--- config.mk ---
export PLATFORM = sky130hd
export DESIGN_NAME = trap_entry_ctrl
export DESIGN_NICKNAME = d
export VERILOG_FILES = /design/src/rtl/trap_entry_pkg.sv /design/src/rtl/trap_target_sel.sv /design/src/rtl/trap_status_stack.sv /design/src/rtl/trap_csr_bank.sv /design/src/rtl/trap_entry_ctrl.sv
export SDC_FILE = /design/constraint.sdc
export NUM_CORES = 1
export LEC_CHECK = 0
export BUFFER_PORTS_ARGS = -buffer_cell sky130_fd_sc_hd__buf_2
export CAP_MARGIN = 25
export CELL_PAD_IN_SITES_DETAIL_PLACEMENT = 0
export CELL_PAD_IN_SITES_GLOBAL_PLACEMENT = 1
export CORE_AREA = 3 3 244 246
export CTS_CLUSTER_DIAMETER = 80
export DETAILED_ROUTE_END_ITERATION = 10
export DIE_AREA = 0 0 247 249
export PLACE_DENSITY_LB_ADDON = 0.1
export SETUP_SLACK_MARGIN = 0.1
export SYNTH_ARGS = -nofsm -noshare
export SYNTH_HDL_FRONTEND = slang
export SYNTH_SLANG_ARGS = --single-unit
--- constraint.sdc ---
create_clock -name clk -period 8.1 [get_ports clk]
set_clock_uncertainty 0.2 [all_clocks]
set_input_delay 1.215 -clock clk [delete_from_list [all_inputs] [get_ports clk]]
set_output_delay 1.215 -clock clk [all_outputs]
set_load 0.01 [all_outputs]
--- src/rtl/trap_entry_pkg.sv ---
package trap_entry_pkg;
  typedef enum logic [1:0] {
    PRIV_U = 2'd0,
    PRIV_S = 2'd1,
    PRIV_M = 2'd3
  } priv_e;

  // status word bit positions
  localparam int ST_UIE  = 0;
  localparam int ST_SIE  = 1;
  localparam int ST_MIE  = 3;
  localparam int ST_UPIE = 4;
  localparam int ST_SPIE = 5;
  localparam int ST_MPIE = 7;
  localparam int ST_SPP  = 8;
  localparam int ST_MPP  = 11;
  localparam int ST_MPRV = 17;

  localparam int NUM_LVL = 3;

  function automatic priv_e bank_level(input int idx);
    case (idx)
      0:       return PRIV_U;
      1:       return PRIV_S;
      default: return PRIV_M;
    endcase
  endfunction
endpackage

--- src/rtl/trap_target_sel.sv ---
module trap_target_sel
  import trap_entry_pkg::*;
#(
  parameter int XLEN = 32,
  localparam int CodeW = $clog2(XLEN)
) (
  input  logic [1:0]       cur_priv,
  input  logic [CodeW-1:0] code,
  input  logic [XLEN-1:0]  m_mask,
  input  logic [XLEN-1:0]  s_mask,
  output priv_e            target
);
  logic m_hit, s_hit;

  assign m_hit = m_mask[code];
  assign s_hit = s_mask[code];

  always_comb begin
    target = PRIV_M;
    if (cur_priv != PRIV_M && m_hit) target = PRIV_S;
    if (cur_priv == PRIV_U && s_hit) target = PRIV_U;
  end
endmodule

--- src/rtl/trap_status_stack.sv ---
module trap_status_stack
  import trap_entry_pkg::*;
#(
  parameter int XLEN = 32
) (
  input  logic [XLEN-1:0] cur_status,
  input  logic [1:0]      prev_priv,
  input  priv_e           target,
  output logic [XLEN-1:0] next_status
);
  always_comb begin
    next_status = cur_status;
    case (target)
      PRIV_U: begin
        next_status[ST_UPIE] = cur_status[ST_UIE];
        next_status[ST_UIE]  = 1'b0;
      end
      PRIV_S: begin
        next_status[ST_SPP]  = (prev_priv != PRIV_U);
        next_status[ST_SPIE] = cur_status[ST_SIE];
        next_status[ST_SIE]  = 1'b0;
      end
      default: begin
        next_status[ST_MPP+1:ST_MPP] = prev_priv;
        next_status[ST_MPIE]         = cur_status[ST_MIE];
        next_status[ST_MIE]          = 1'b0;
      end
    endcase
  end
endmodule

--- src/rtl/trap_csr_bank.sv ---
module trap_csr_bank #(
  parameter int XLEN = 32
) (
  input  logic            clk,
  input  logic            rst,
  input  logic            we,
  input  logic [XLEN-1:0] cause_d,
  input  logic [XLEN-1:0] ret_pc_d,
  input  logic [XLEN-1:0] tval_d,
  output logic [XLEN-1:0] cause_q,
  output logic [XLEN-1:0] ret_pc_q,
  output logic [XLEN-1:0] tval_q
);
  always_ff @(posedge clk) begin
    if (rst) begin
      cause_q  <= '0;
      ret_pc_q <= '0;
      tval_q   <= '0;
    end else if (we) begin
      cause_q  <= cause_d;
      ret_pc_q <= ret_pc_d;
      tval_q   <= tval_d;
    end
  end
endmodule

--- src/rtl/trap_entry_ctrl.sv ---
module trap_entry_ctrl
  import trap_entry_pkg::*;
#(
  parameter int XLEN = 32,
  parameter logic [XLEN-1:0] RESET_PC = 32'h0000_1000,
  localparam int CodeW = $clog2(XLEN)
) (
  input  logic             clk,
  input  logic             rst,
  input  logic             trap_valid,
  output logic             trap_ready,
  input  logic [CodeW-1:0] trap_code,
  input  logic             trap_irq,
  input  logic [XLEN-1:0]  trap_pc,
  input  logic [XLEN-1:0]  trap_tval,
  input  logic [1:0]       priv_i,
  input  logic [XLEN-1:0]  status_i,
  input  logic [XLEN-1:0]  m_deleg_mask,
  input  logic [XLEN-1:0]  s_deleg_mask,
  input  logic [XLEN-1:0]  m_vec_base,
  input  logic [XLEN-1:0]  s_vec_base,
  input  logic [XLEN-1:0]  u_vec_base,
  output logic [1:0]       priv_o,
  output logic [XLEN-1:0]  status_o,
  output logic [XLEN-1:0]  m_cause_o,
  output logic [XLEN-1:0]  m_ret_pc_o,
  output logic [XLEN-1:0]  m_tval_o,
  output logic [XLEN-1:0]  s_cause_o,
  output logic [XLEN-1:0]  s_ret_pc_o,
  output logic [XLEN-1:0]  s_tval_o,
  output logic [XLEN-1:0]  u_cause_o,
  output logic [XLEN-1:0]  u_ret_pc_o,
  output logic [XLEN-1:0]  u_tval_o,
  output logic [XLEN-1:0]  pc_o,
  output logic             redirect_o
);
  localparam logic [XLEN-1:0] RST_CLR = (XLEN'(1) << ST_MIE) | (XLEN'(1) << ST_MPRV);
  localparam logic [XLEN-1:0] VEC_MASK = ~XLEN'(3);

  priv_e           target;
  logic            fire;
  logic [XLEN-1:0] cause_w, stacked, vec_sel;
  logic [XLEN-1:0] cause_a [NUM_LVL];
  logic [XLEN-1:0] ret_a   [NUM_LVL];
  logic [XLEN-1:0] tval_a  [NUM_LVL];

  assign trap_ready = ~rst;
  assign fire       = trap_valid & trap_ready;
  assign cause_w    = {trap_irq, {(XLEN-1-CodeW){1'b0}}, trap_code};

  trap_target_sel #(.XLEN(XLEN)) u_sel (
    .cur_priv (priv_i),
    .code     (trap_code),
    .m_mask   (m_deleg_mask),
    .s_mask   (s_deleg_mask),
    .target   (target)
  );

  trap_status_stack #(.XLEN(XLEN)) u_stack (
    .cur_status  (status_i),
    .prev_priv   (priv_i),
    .target      (target),
    .next_status (stacked)
  );

  for (genvar g = 0; g < NUM_LVL; g++) begin : g_bank
    localparam priv_e LVL = bank_level(g);
    trap_csr_bank #(.XLEN(XLEN)) u_bank (
      .clk      (clk),
      .rst      (rst),
      .we       (fire && (target == LVL)),
      .cause_d  (cause_w),
      .ret_pc_d (trap_pc),
      .tval_d   (trap_tval),
      .cause_q  (cause_a[g]),
      .ret_pc_q (ret_a[g]),
      .tval_q   (tval_a[g])
    );
  end

  assign u_cause_o  = cause_a[0];
  assign u_ret_pc_o = ret_a[0];
  assign u_tval_o   = tval_a[0];
  assign s_cause_o  = cause_a[1];
  assign s_ret_pc_o = ret_a[1];
  assign s_tval_o   = tval_a[1];
  assign m_cause_o  = cause_a[2];
  assign m_ret_pc_o = ret_a[2];
  assign m_tval_o   = tval_a[2];

  always_comb begin
    case (target)
      PRIV_U:  vec_sel = u_vec_base;
      PRIV_S:  vec_sel = s_vec_base;
      default: vec_sel = m_vec_base;
    endcase
  end

  always_ff @(posedge clk) begin
    if (rst) begin
      priv_o     <= PRIV_M;
      status_o   <= status_i & ~RST_CLR;
      pc_o       <= RESET_PC;
      redirect_o <= 1'b0;
    end else begin
      redirect_o <= fire;
      if (fire) begin
        priv_o   <= target;
        status_o <= stacked;
        pc_o     <= vec_sel & VEC_MASK;
      end
    end
  end
endmodule

==> results of run 1 <==
## per-layer routing
| metal | vias up | track usage | routed length [µm] | part of all wire |
|---|---|---|---|---|
| li1 | 5822 | - | - | - |
| met1 | 5997 | 0.232 | 25200 | 0.42 |
| met2 | 437 | 0.314 | 28800 | 0.48 |
| met3 | 63 | 0.0568 | 4720 | 0.079 |
| met4 | 8 | 0.0461 | 1260 | 0.021 |
| met5 | - | 0 | 48 | 0.00080 |
## path summary, 6_finish.rpt
| check | startpoint | end | slack (ns) | cells after the start |
|---|---|---|---|---|
| max | trap_code[1] | status_o[12]$_DFFE_PP_ | 3.05 | 9 |
| min | pc_o[27]$_SDFFE_PP0P_ | pc_o[27]$_SDFFE_PP0P_ | 0.24 | 2 |
| max reg2reg | g_bank[1].u_bank.tval_q[5]$_SDFFE_PP0P_ | g_bank[1].u_bank.tval_q[5]$_SDFFE_PP0P_ | 7.21 | 2 |
| min reg2reg | pc_o[27]$_SDFFE_PP0P_ | pc_o[27]$_SDFFE_PP0P_ | 0.24 | 2 |
## synth_stat cells, drive strengths merged (2+ instances only)
cell type and instances:
a21oi 72, a221oi 30, a31o 2, a31oi 2
and3 31, buf 133, clkbuf 99, dfxtp 245
edfxtp 30, inv 72, mux2 2, mux2i 16
mux4 12, nand2 184, nand3 6, nand3b 69
nand4 73, nor2 10, nor2b 24, o211ai 3
o21ai 133, o311ai 70, o31ai 72
## cell families after synthesis
logic type      Yosys count
simple gates            400
compound gates          392
buf+inv                 305
flops                   275
mux                      30
other cells               1
## sequential cells by signal, indices dropped and copies added, names as in the netlist
signal	flops
redirect_o	1
pc_o	30
priv_o	2
status_o	32
g_bank.u_bank.cause_q	18
g_bank.u_bank.tval_q	96
g_bank.u_bank.ret_pc_q	96
## critical path: cells and delay by family
kind,cells,cell delay [ns]
buffers and inverters,3,1.82
and+or+nand+nor,1,0.63
muxes,2,0.74
AOI/OAI and AO/OA,3,0.68
## stage by stage
| stage | cell area, µm² | setup slack, ns | std cells | util |
|---|---|---|---|---|
| final | 16700 | 3.05 | 2647 | 0.289 |
| after global routing | 16700 | 2.76 | 2644 | 0.289 |
| after CTS | 16600 | 2.95 | 2642 | 0.289 |
| after detailed placement | 15400 | 2.36 | 2576 | 0.268 |
| after global placement | 15400 | 2.32 | 2576 | 0.268 |
| after floorplan | 12800 | 4.35 | 1482 | - |
## power groups by stage
stage | logic (W) | registers, W | clock network [W]
floorplan | 0.000308 | 0.00158 | 0
detailed placement | 0.000644 | 0.00154 | 0
CTS | 0.000646 | 0.00151 | 0.00172
global route | 0.000691 | 0.00152 | 0.00177
global placement | 0.000646 | 0.00153 | 0
finish | 0.000630 | 0.00151 | 0.00166
## area by class of cell
type	count	area (µm²)
Antenna cell	5	12.5
Clock buffer	54	1080
Clock inverter	12	133
Fill cell	6270	40900
Inverter	73	279
Multi-Input combinational cell	902	5490
Sequential cell	275	5810
Tap cell	765	957
Timing Repair Buffer	561	2900
==> qor.yml, run 1 <==
hold_viol_final: 0
grt_overflow: 0
drive_above_1_share: 0.343
cts_buffer_depth: 3
synth.distinct_cells: 45
synth-edff-count: 30
die_h_um: 249
synth-xor-area-share: 0
sw_frac_of_total: 0.296
path_cells: "buf_2, mux2i_1, mux4_2, a222oi_1, buf_4, and3_4, buf_4, o31ai_1, a31o_2"
h-tree-depth: 2
grt_max_degree: 83
cts_buffers: 37
postCtsHoldBufs: 0
cap_violations: 0
status: "finished, final reports clean"
final_cell_mix: "534 x buf_2, 245 x dfxtp_1, 184 x nand2_1"
netlist_area_um2: 12500
drv_slew: 0
post-route-period-util: 0.624
hpwl_um: 40100
powerDensity_nw_per_um2: 228
p_int_w: 0.00267
fmax_ghz: 0.198
worst_slew_pin_slew_ns: 0.930
ios: 623
wl_um: 60000
die_w_um: 247
ys_warn_count: 0
arrival_ns: 5.16
wl_per_cell_um: 22.7
netlist.top_cell.by_area: "dfxtp_1"
endpoint_kind: "flop"
path_clk_slew_ns: 0.06
grt_pass1_wl_um: 86900
clockRootBuffer: "clkbuf_16"
initial_utilization: 0.218
antenna_found_initial: 9
synth_top_family_by_area: "compound AO/OA/AOI/OAI gates"
grt_usage: 0.187
whs_ns: 0.244
dominantRegCellSynth: "dfxtp_1"
netlist_top_cells_area: "dfxtp_1 39%, edfxtp_1 7.2%, nand2_1 5.5%, buf_4 4.8%, o311ai_0 4.5%"
synth-seq-cells: 275
slowest_delay_ns: 0.68
cts_tree: "done"
fin_nets: 2117
ys_async_sr_fraction: 0
p_leak_nw: 7.84
synth_cells: 1403
rsz0062_at_grt: "no"
grt_pass1_vias: 12402
net-switching-power_w: 0.00112
p_seq_frac: 0.397
syn2layout_area_growth_pct: 32.9
first_pass_iters: 5
p_comb_frac: 0.166
final.setup.tns_ns: 0
seq_area_frac_synth: 0.463
ir_drop_v: 0.000109
synth.top_cell.area_share: 0.391
crit_required_ns: 8.20
core-area_um2: 57600
setup_viol: 0
fp-row-count: 88
pwr-share-clk: 0.437
synth.area.mux_share: 0.0361
path_max_fanout: 45
crit_type: "input pin to flop"
final_common_cell: "buf_2"
cts_setup_buffers: 0
startpoint_type: "input pin"
max_slew_margin: 0.380
power.total_w: 0.00379
ant_nets: 0
gp_congestion: 0.780
avgSynthCellArea_um2: 8.93
first_iter_violations: 542
die_area_um2: 61500
hold_class: "flop to flop"
io_buffers: 536
period_needed_ns: 5.05
post_cts_resized: 0
clock-sinks: 275
insertion_delay_ns: 0.55
synth_simple_gate_area_frac: 0.167
routed_via_density: 4.66
cpMostUsedCell: "buf_4"
crit_slowest_cell: "buf_2"
synthAdderAreaFrac: 0
route.detailed.drc: 0
synth-compound-area-share: 0.207
num_vias: 12327
Power figures use the tool's default switching activity.
==> inputs of run 2 (changes only) <==
- ABC_AREA: not set -> 1
- CORE_AREA: 3 3 244 246 -> 3 3 242 244
- DIE_AREA: 0 0 247 249 -> 0 0 245 247
- clock period: 8.1 -> 4.2 ns (I/O delays scaled with it)
==> run 2 against run 1 <==
Via count down 6.8%; sequential share of layout area up 1.7 points; flip-flop and latch count unchanged; critical path type unchanged; register-to-register slack worse by 3.9 ns; wire length down 17%; worst hold slack worse by 0.13 ns; die area down 1.6%; first-iteration DRC count up 8.5%; worst setup slack worse by 1.6 ns; power up 81%; non-clock buffer count down 5; sequential power up 93%.
==> qor.yml, run 2 <==
netlist.top_cell.by_area: "dfxtp_1"
postCtsHoldBufs: 0  # unchanged
fp-row-count: 87  # -1.1%
cap_violations: 0  # unchanged
netlist_top_cells_area: "dfxtp_1 42%, nand2_1 20%, edfxtp_1 7.6%, nand3_1 6.5%, buf_4 6.1%"
die_area_um2: 60500  # -1.6%
fin_nets: 2315  # +9.4%
hold_viol_final: 0  # unchanged
synth.distinct_cells: 24  # -47%
startpoint: "trap_code[0]"
top_regs: "g_bank.u_bank.ret_pc_q x96, g_bank.u_bank.tval_q x96, status_o x32"
path_max_fanout: 62  # +38%
cts_setup_buffers: 0  # unchanged
worstReg2RegStart: "g_bank[1].u_bank.ret_pc_q[10]$_SDFFE_PP0P_"
max_slew_margin: 0.565  # +0.186
synth.most_common_cell: "nand2_1"
path_clk_slew_ns: 0.06  # about the same
io_buffers: 536  # unchanged
fmax_ghz: 0.368
synth.area.mux_share: 0  # -0.0361
grt_max_degree: 79  # -4.8%
netlist_area_um2: 11800  # -6.0%
ant_nets: 0  # unchanged
antenna_found_initial: 14  # +5
ys_async_sr_fraction: 0  # unchanged
cts_tree: "done"
crit_required_ns: 4.38  # -3.82 ns
grt_pass1_wl_um: 72300  # -17%
crit_slowest_cell: "buf_4"
synth_cells: 1560  # +11%
post_cts_resized: 0  # unchanged
grt_overflow: 0  # unchanged
arrival_ns: 2.90  # -2.26 ns
endpoint_kind: "flop"
crit_type: "input pin to flop"
wl_per_cell_um: 17.7  # -22%
place_area_um2: 14700  # -4.5%
ios: 623  # unchanged
ir_drop_v: 0.000250  # +130%
rr_endpoint: "g_bank[1].u_bank.ret_pc_q[10]$_SDFFE_PP0P_"
cts_buffers: 37  # unchanged
hpwl_um: 36700  # -8.5%
finalWorstSetupSlack_ns: 1.48  # -1.57 ns
grt_pass1_vias: 11091  # -11%
final_cell_mix: "617 x nand2_1, 536 x buf_2, 245 x dfxtp_1"
path_cells: "buf_2, buf_4, nand2_1, nand3_1, nand3_1, nand2_1, nand2_1, nand3_1, nand3_2, nor2_4, buf_4, o21ai_0"
insertion_delay_ns: 0.51  # -0.04 ns
final_common_cell: "nand2_1"
drive_above_1_share: 0.300  # -0.0427
die_w_um: 245  # -0.81%
avgSynthCellArea_um2: 7.55  # -15%
drv_slew: 0  # unchanged
die_h_um: 247  # -0.80%
synth-seq-cells: 275  # unchanged
slowest_delay_ns: 0.55  # -0.13 ns
powerDensity_nw_per_um2: 433  # +90%
setup_viol: 0  # unchanged
first_pass_iters: 4  # -1
rrSetupSlack_ns: 3.31  # -3.90 ns
core-area_um2: 56500  # -1.9%
status: "finished, final reports clean"
synth_simple_gate_area_frac: 0.292  # +0.125
dominantRegCellSynth: "dfxtp_1"
synthTopCellsByCount: "617 x nand2_1, 245 x dfxtp_1, 152 x nand3_1, 141 x o21ai_0, 95 x buf_4"
clockRootBuffer: "clkbuf_16"
cp-endpoint: "g_bank[0].u_bank.tval_q[6]$_SDFFE_PP0P_"
syn2layout_area_growth_pct: 34.8
reg2regPathDepth: 2  # unchanged
final.setup.tns_ns: 0  # unchanged
wl_um: 50100  # -17%
period_needed_ns: 2.72
cts_buffer_depth: 3  # unchanged
worst_slew_pin_slew_ns: 0.652  # -0.278 ns
pre_cts_slack_ns: 0.839  # -1.52 ns
ys_warn_count: 0  # unchanged
synth.top_cell.area_share: 0.416  # +0.0249
num_vias: 11489  # -6.8%
seq_area_frac_synth: 0.493  # +0.0295
post-route-period-util: 0.647
p_leak_nw: 7.63  # -2.6%
startpoint_type: "input pin"
first_iter_violations: 588  # +8.5%
synth-xor-area-share: 0  # unchanged
synth-edff-count: 30  # unchanged
synth_top_family_by_area: "simple AND/OR/NAND/NOR gates"
whs_ns: 0.116  # -0.128 ns
grt_usage: 0.157  # -0.0299
initial_utilization: 0.209  # -0.00909
h-tree-depth: 2  # unchanged
hold_class: "input pin to flop"
gp_congestion: 0.794  # +1.8%
design_area_um2: 15900  # -4.6%
route.detailed.drc: 0  # unchanged
rsz0062_at_grt: "no"
synth-compound-area-share: 0.0933  # -0.113
routed_via_density: 4.05  # -13%
clock-sinks: 275  # unchanged
synthAdderAreaFrac: 0  # unchanged
==> run 2: area by class of cell <==
class                      count  area [µm²]
fill                        6311       40600
sequential                   275        5810
multi-input combinational   1128        4860
timing repair buffer         556        2940
clock buffer                  59        1090
tap                          756         946
inverter                      50         195
clock inverter                 6        45.0
antenna                        8        20.0
==> run 2: cell families after synthesis <==
group | count (synthesis)
AOI/OAI and AO/OA | 219
buffers and inverters | 236
DFF | 275
other | 1
and+or+nand+nor | 829
==> run 2: worst min-delay path by stage <==
| stage | start | endpoint | slack (ns) | cells past startpoint |
|---|---|---|---|---|
| after global placement | pc_o[4]$_SDFFE_PP0P_ | pc_o[4]$_SDFFE_PP0P_ | 0.23 | 2 |
| final | status_i[17] | status_o[17]$_SDFFE_PP0P_ | 0.12 | 2 |
| after detailed placement | pc_o[16]$_SDFFE_PP0P_ | pc_o[16]$_SDFFE_PP0P_ | 0.23 | 2 |
| after global routing | status_i[17] | status_o[17]$_SDFFE_PP0P_ | 0.1 | 2 |
| after floorplan | pc_o[10]$_SDFFE_PP0P_ | pc_o[10]$_SDFFE_PP0P_ | 0.28 | 2 |
| after CTS | status_i[17] | status_o[17]$_SDFFE_PP0P_ | 0.07 | 2 |
==> run 2: per-layer routing <==
metal	routed length [µm]	global-route usage	part of all wire	vias up
met4	1090	0.0446	0.022	10
met2	24600	0.270	0.49	364
met5	63	0	0.0013	-
met1	21000	0.190	0.42	5196
li1	-	-	-	5843
met3	3370	0.0457	0.067	76
==> run 2: report_power, final <==
| part | total, W | internal (W) | switching (W) |
|---|---|---|---|
| sequential | 0.00291 | 0.00283 | 0.0000740 |
| clock | 0.00298 | 0.00177 | 0.00121 |
| combinational | 0.000985 | 0.000351 | 0.000633 |
==> run 2: critical path, delay by kind of cell <==
kind	cells	cell delay (ns)
AOI/OAI and AO/OA	1	0.16
buffers and inverters	3	1.12
and+or+nand+nor	8	0.93
==> run 2: stage by stage <==
step / power, W / std cells / util
3_5_place_dp: 0.00397 / 2765 / 0.261
3_3_place_gp: 0.00397 / 2763 / 0.260
2_1_floorplan: 0.00353 / 1639 / -
4_1_cts: 0.00705 / 2830 / 0.281
6_report: 0.00687 / 2838 / 0.281
5_1_grt: 0.00726 / 2834 / 0.281
==> inputs of run 3 (changes only) <==
- clock period: 4.2 -> 2.3 ns (I/O delays scaled with it)
==> run 3 against run 2 <==
Core utilization grew 4.4 points; register-to-register slack worse by 1.9 ns; worst setup slack worse by 1.2 ns; power is 93% higher; sequential share of layout area is 5.0 points lower; clock power rose by 92%; non-clock buffer count is 230 higher; global-route usage grew 0.61 points; wire length increased by 4.0%; flip-flop and latch count is the same; die area unchanged; critical path type unchanged.
==> qor.yml, run 3 (synthesis gave the netlist of run 2 again) <==
fin_cells: 3068  # +8.1%
wl_um: 52100  # +4.0%
crit_type: "input pin to flop"
crit_required_ns: 2.58  # -1.80 ns
dp_cells: 2804  # +1.4%
ir_drop_v: 0.000378  # +51%
setup_viol: 0  # unchanged
routed_via_density: 4.08  # +0.72%
num_vias: 12509  # +8.9%
post-route-period-util: 0.872
grt_usage: 0.163  # +0.00612
fmax_ghz: 0.499
gp_congestion: 0.807  # +1.5%
grt_max_degree: 131  # +66%
net-switching-power_w: 0.00364  # +90%
clock-sinks: 275  # unchanged
initial_utilization: 0.209  # unchanged
wl_met2_um: 25600  # +4.1%
io_buffers: 536  # unchanged
die_h_um: 247  # unchanged
status: "finished, final reports clean"
cts_tree: "done"
endpoint_kind: "flop"
drv_slew: 0  # unchanged
final.setup.tns_ns: 0  # unchanged
fin_nets: 2545  # +9.9%
cts_buffers: 37  # unchanged
p_leak_nw: 8.73  # +14%
hold_class: "input pin to flop"
ios: 623  # unchanged
grt_pass1_wl_um: 75800  # +4.8%
die_w_um: 245  # unchanged
startpoint_type: "input pin"
ant_nets: 0  # unchanged
max_slew_margin: 0.467  # -0.0980
hpwl_um: 38300  # +4.3%
clockRootBuffer: "clkbuf_16"
wl_met1_um: 21200  # +1.3%
cap_violations: 0  # unchanged
insertion_delay_ns: 0.52  # about the same
pwr-share-clk: 0.431  # -0.003
worst_slew_pin_slew_ns: 0.799  # +0.147 ns
hold_viol_final: 0  # unchanged
die_area_um2: 60500  # unchanged
sw_frac_of_total: 0.275  # -0.00338
fillCellCount: 6131  # -2.9%
drive_above_1_share: 0.289  # -0.0109
route.detailed.drc: 0  # unchanged
fp-row-count: 87  # unchanged
p_comb_frac: 0.167  # +0.024
h-tree-depth: 2  # unchanged
arrival_ns: 2.28  # -0.62 ns
path_clk_slew_ns: 0.05  # about the same
top_regs: "g_bank.u_bank.ret_pc_q x96, g_bank.u_bank.tval_q x96, status_o x32"
wl_per_cell_um: 17.0  # -3.8%
first_pass_iters: 4  # unchanged
final_cell_mix: "617 x nand2_1, 535 x buf_2, 245 x dfxtp_1"
core-area_um2: 56500  # unchanged
antenna_found_initial: 9  # -5
grt_pass1_vias: 12318  # +11%
top_layer: "met4"
first_iter_violations: 459  # -22%
cts_buffer_depth: 3  # unchanged
powerDensity_nw_per_um2: 719  # +66%
syn2layout_area_growth_pct: 56.2
p_seq_frac: 0.402  # -0.021
grt_overflow: 0  # unchanged
rsz0062_at_grt: "no"
route.met3.wl_um: 3560  # +5.8%
period_needed_ns: 2.01
final_common_cell: "nand2_1"
path_max_fanout: 22  # -65%
p_int_w: 0.00960  # +94%
run 3: cell types whose count changed in the layout (fill, tap and decap cells not counted), sizes merged:
cell / before / now
inv: 52 / 50
clkinv: 4 / 8
clkbuf: 59 / 57
dlygate4sd3: 0 / 189
bufinv: 0 / 2
buf: 556 / 595
run 3: power groups by stage:
stage / combinational, W / clock, W / sequential, W
after CTS: 0.00224 / 0.00596 / 0.00532
final: 0.00221 / 0.00571 / 0.00532
after global placement: 0.00197 / 0 / 0.00542
after global routing: 0.00244 / 0.00615 / 0.00536
after floorplan: 0.000881 / 0 / 0.00557
after detailed placement: 0.00196 / 0 / 0.00542
run 3: final cells by class:
cell class | count | area [µm²] | share of cell area
Sequential cell | 275 | 5810 | 0.315
Clock buffer | 55 | 1070 | 0.0584
Multi-Input combinational cell | 1128 | 4860 | 0.264
Antenna cell | 8 | 20.0 | 0.00109
Timing Repair Buffer | 786 | 5370 | 0.292
Tap cell | 756 | 946 | 0.0514
Inverter | 50 | 195 | 0.0106
Clock inverter | 10 | 125 | 0.00680
run 3: worst max-delay path: stages:
cell	delay, ns
dlygate4sd3_1	0.53
clkbuf_4	0.19
inv_2	0.07
nand2_1	0.08
nand3_1	0.11
nand3_4	0.17
nand2_4	0.09
nor2_4	0.16
buf_12	0.19
buf_12	0.17
nand2_1	0.06
o21ai_1	0.06
run 3: routing by layer:
layer | global-route usage | vias to the layer above
li1 | - | 6305
met1 | 0.193 | 5728
met3 | 0.0446 | 81
met2 | 0.279 | 395
met4 | 0.0658 | 0
met5 | 0 | -
run 3: path summary, 6_finish.rpt:
path,endpoint,slack [ns],start,depth (start not counted)
worst max-delay path,g_bank[1].u_bank.tval_q[27]$_SDFFE_PP0P_,0.29,trap_code[3],12
worst min-delay path,status_o[11]$_DFFE_PP_,0.05,priv_i[0],5
worst max register to register,g_bank[2].u_bank.tval_q[31]$_SDFFE_PP0P_,1.38,g_bank[2].u_bank.tval_q[31]$_SDFFE_PP0P_,2
worst min register to register,pc_o[22]$_SDFFE_PP0P_,0.25,pc_o[22]$_SDFFE_PP0P_,2
run 3: stage by stage:
stage / total power (W) / utilization / hold slack (ns) / instance area (µm²) / setup slack (ns)
2_1_floorplan: 0.00645 / - / 0.258 / 12100 / 0.107
3_3_place_gp: 0.00739 / 0.270 / 0.236 / 15200 / -0.256
3_5_place_dp: 0.00738 / 0.270 / 0.237 / 15200 / -0.284
4_1_cts: 0.0135 / 0.324 / 0.00309 / 18300 / 0.188
5_1_grt: 0.0139 / 0.326 / 0.0200 / 18400 / 0.123
6_report: 0.0132 / 0.326 / 0.0484 / 18400 / 0.295
run 3: timing repair:
item | CTS | global route
hold buffers | 189 | 0
setup endpoints to repair | 0 | 103
setup buffers | 0 | 1
gates resized for setup | 0 | 3
endpoints found under the hold margin | 262 | 0
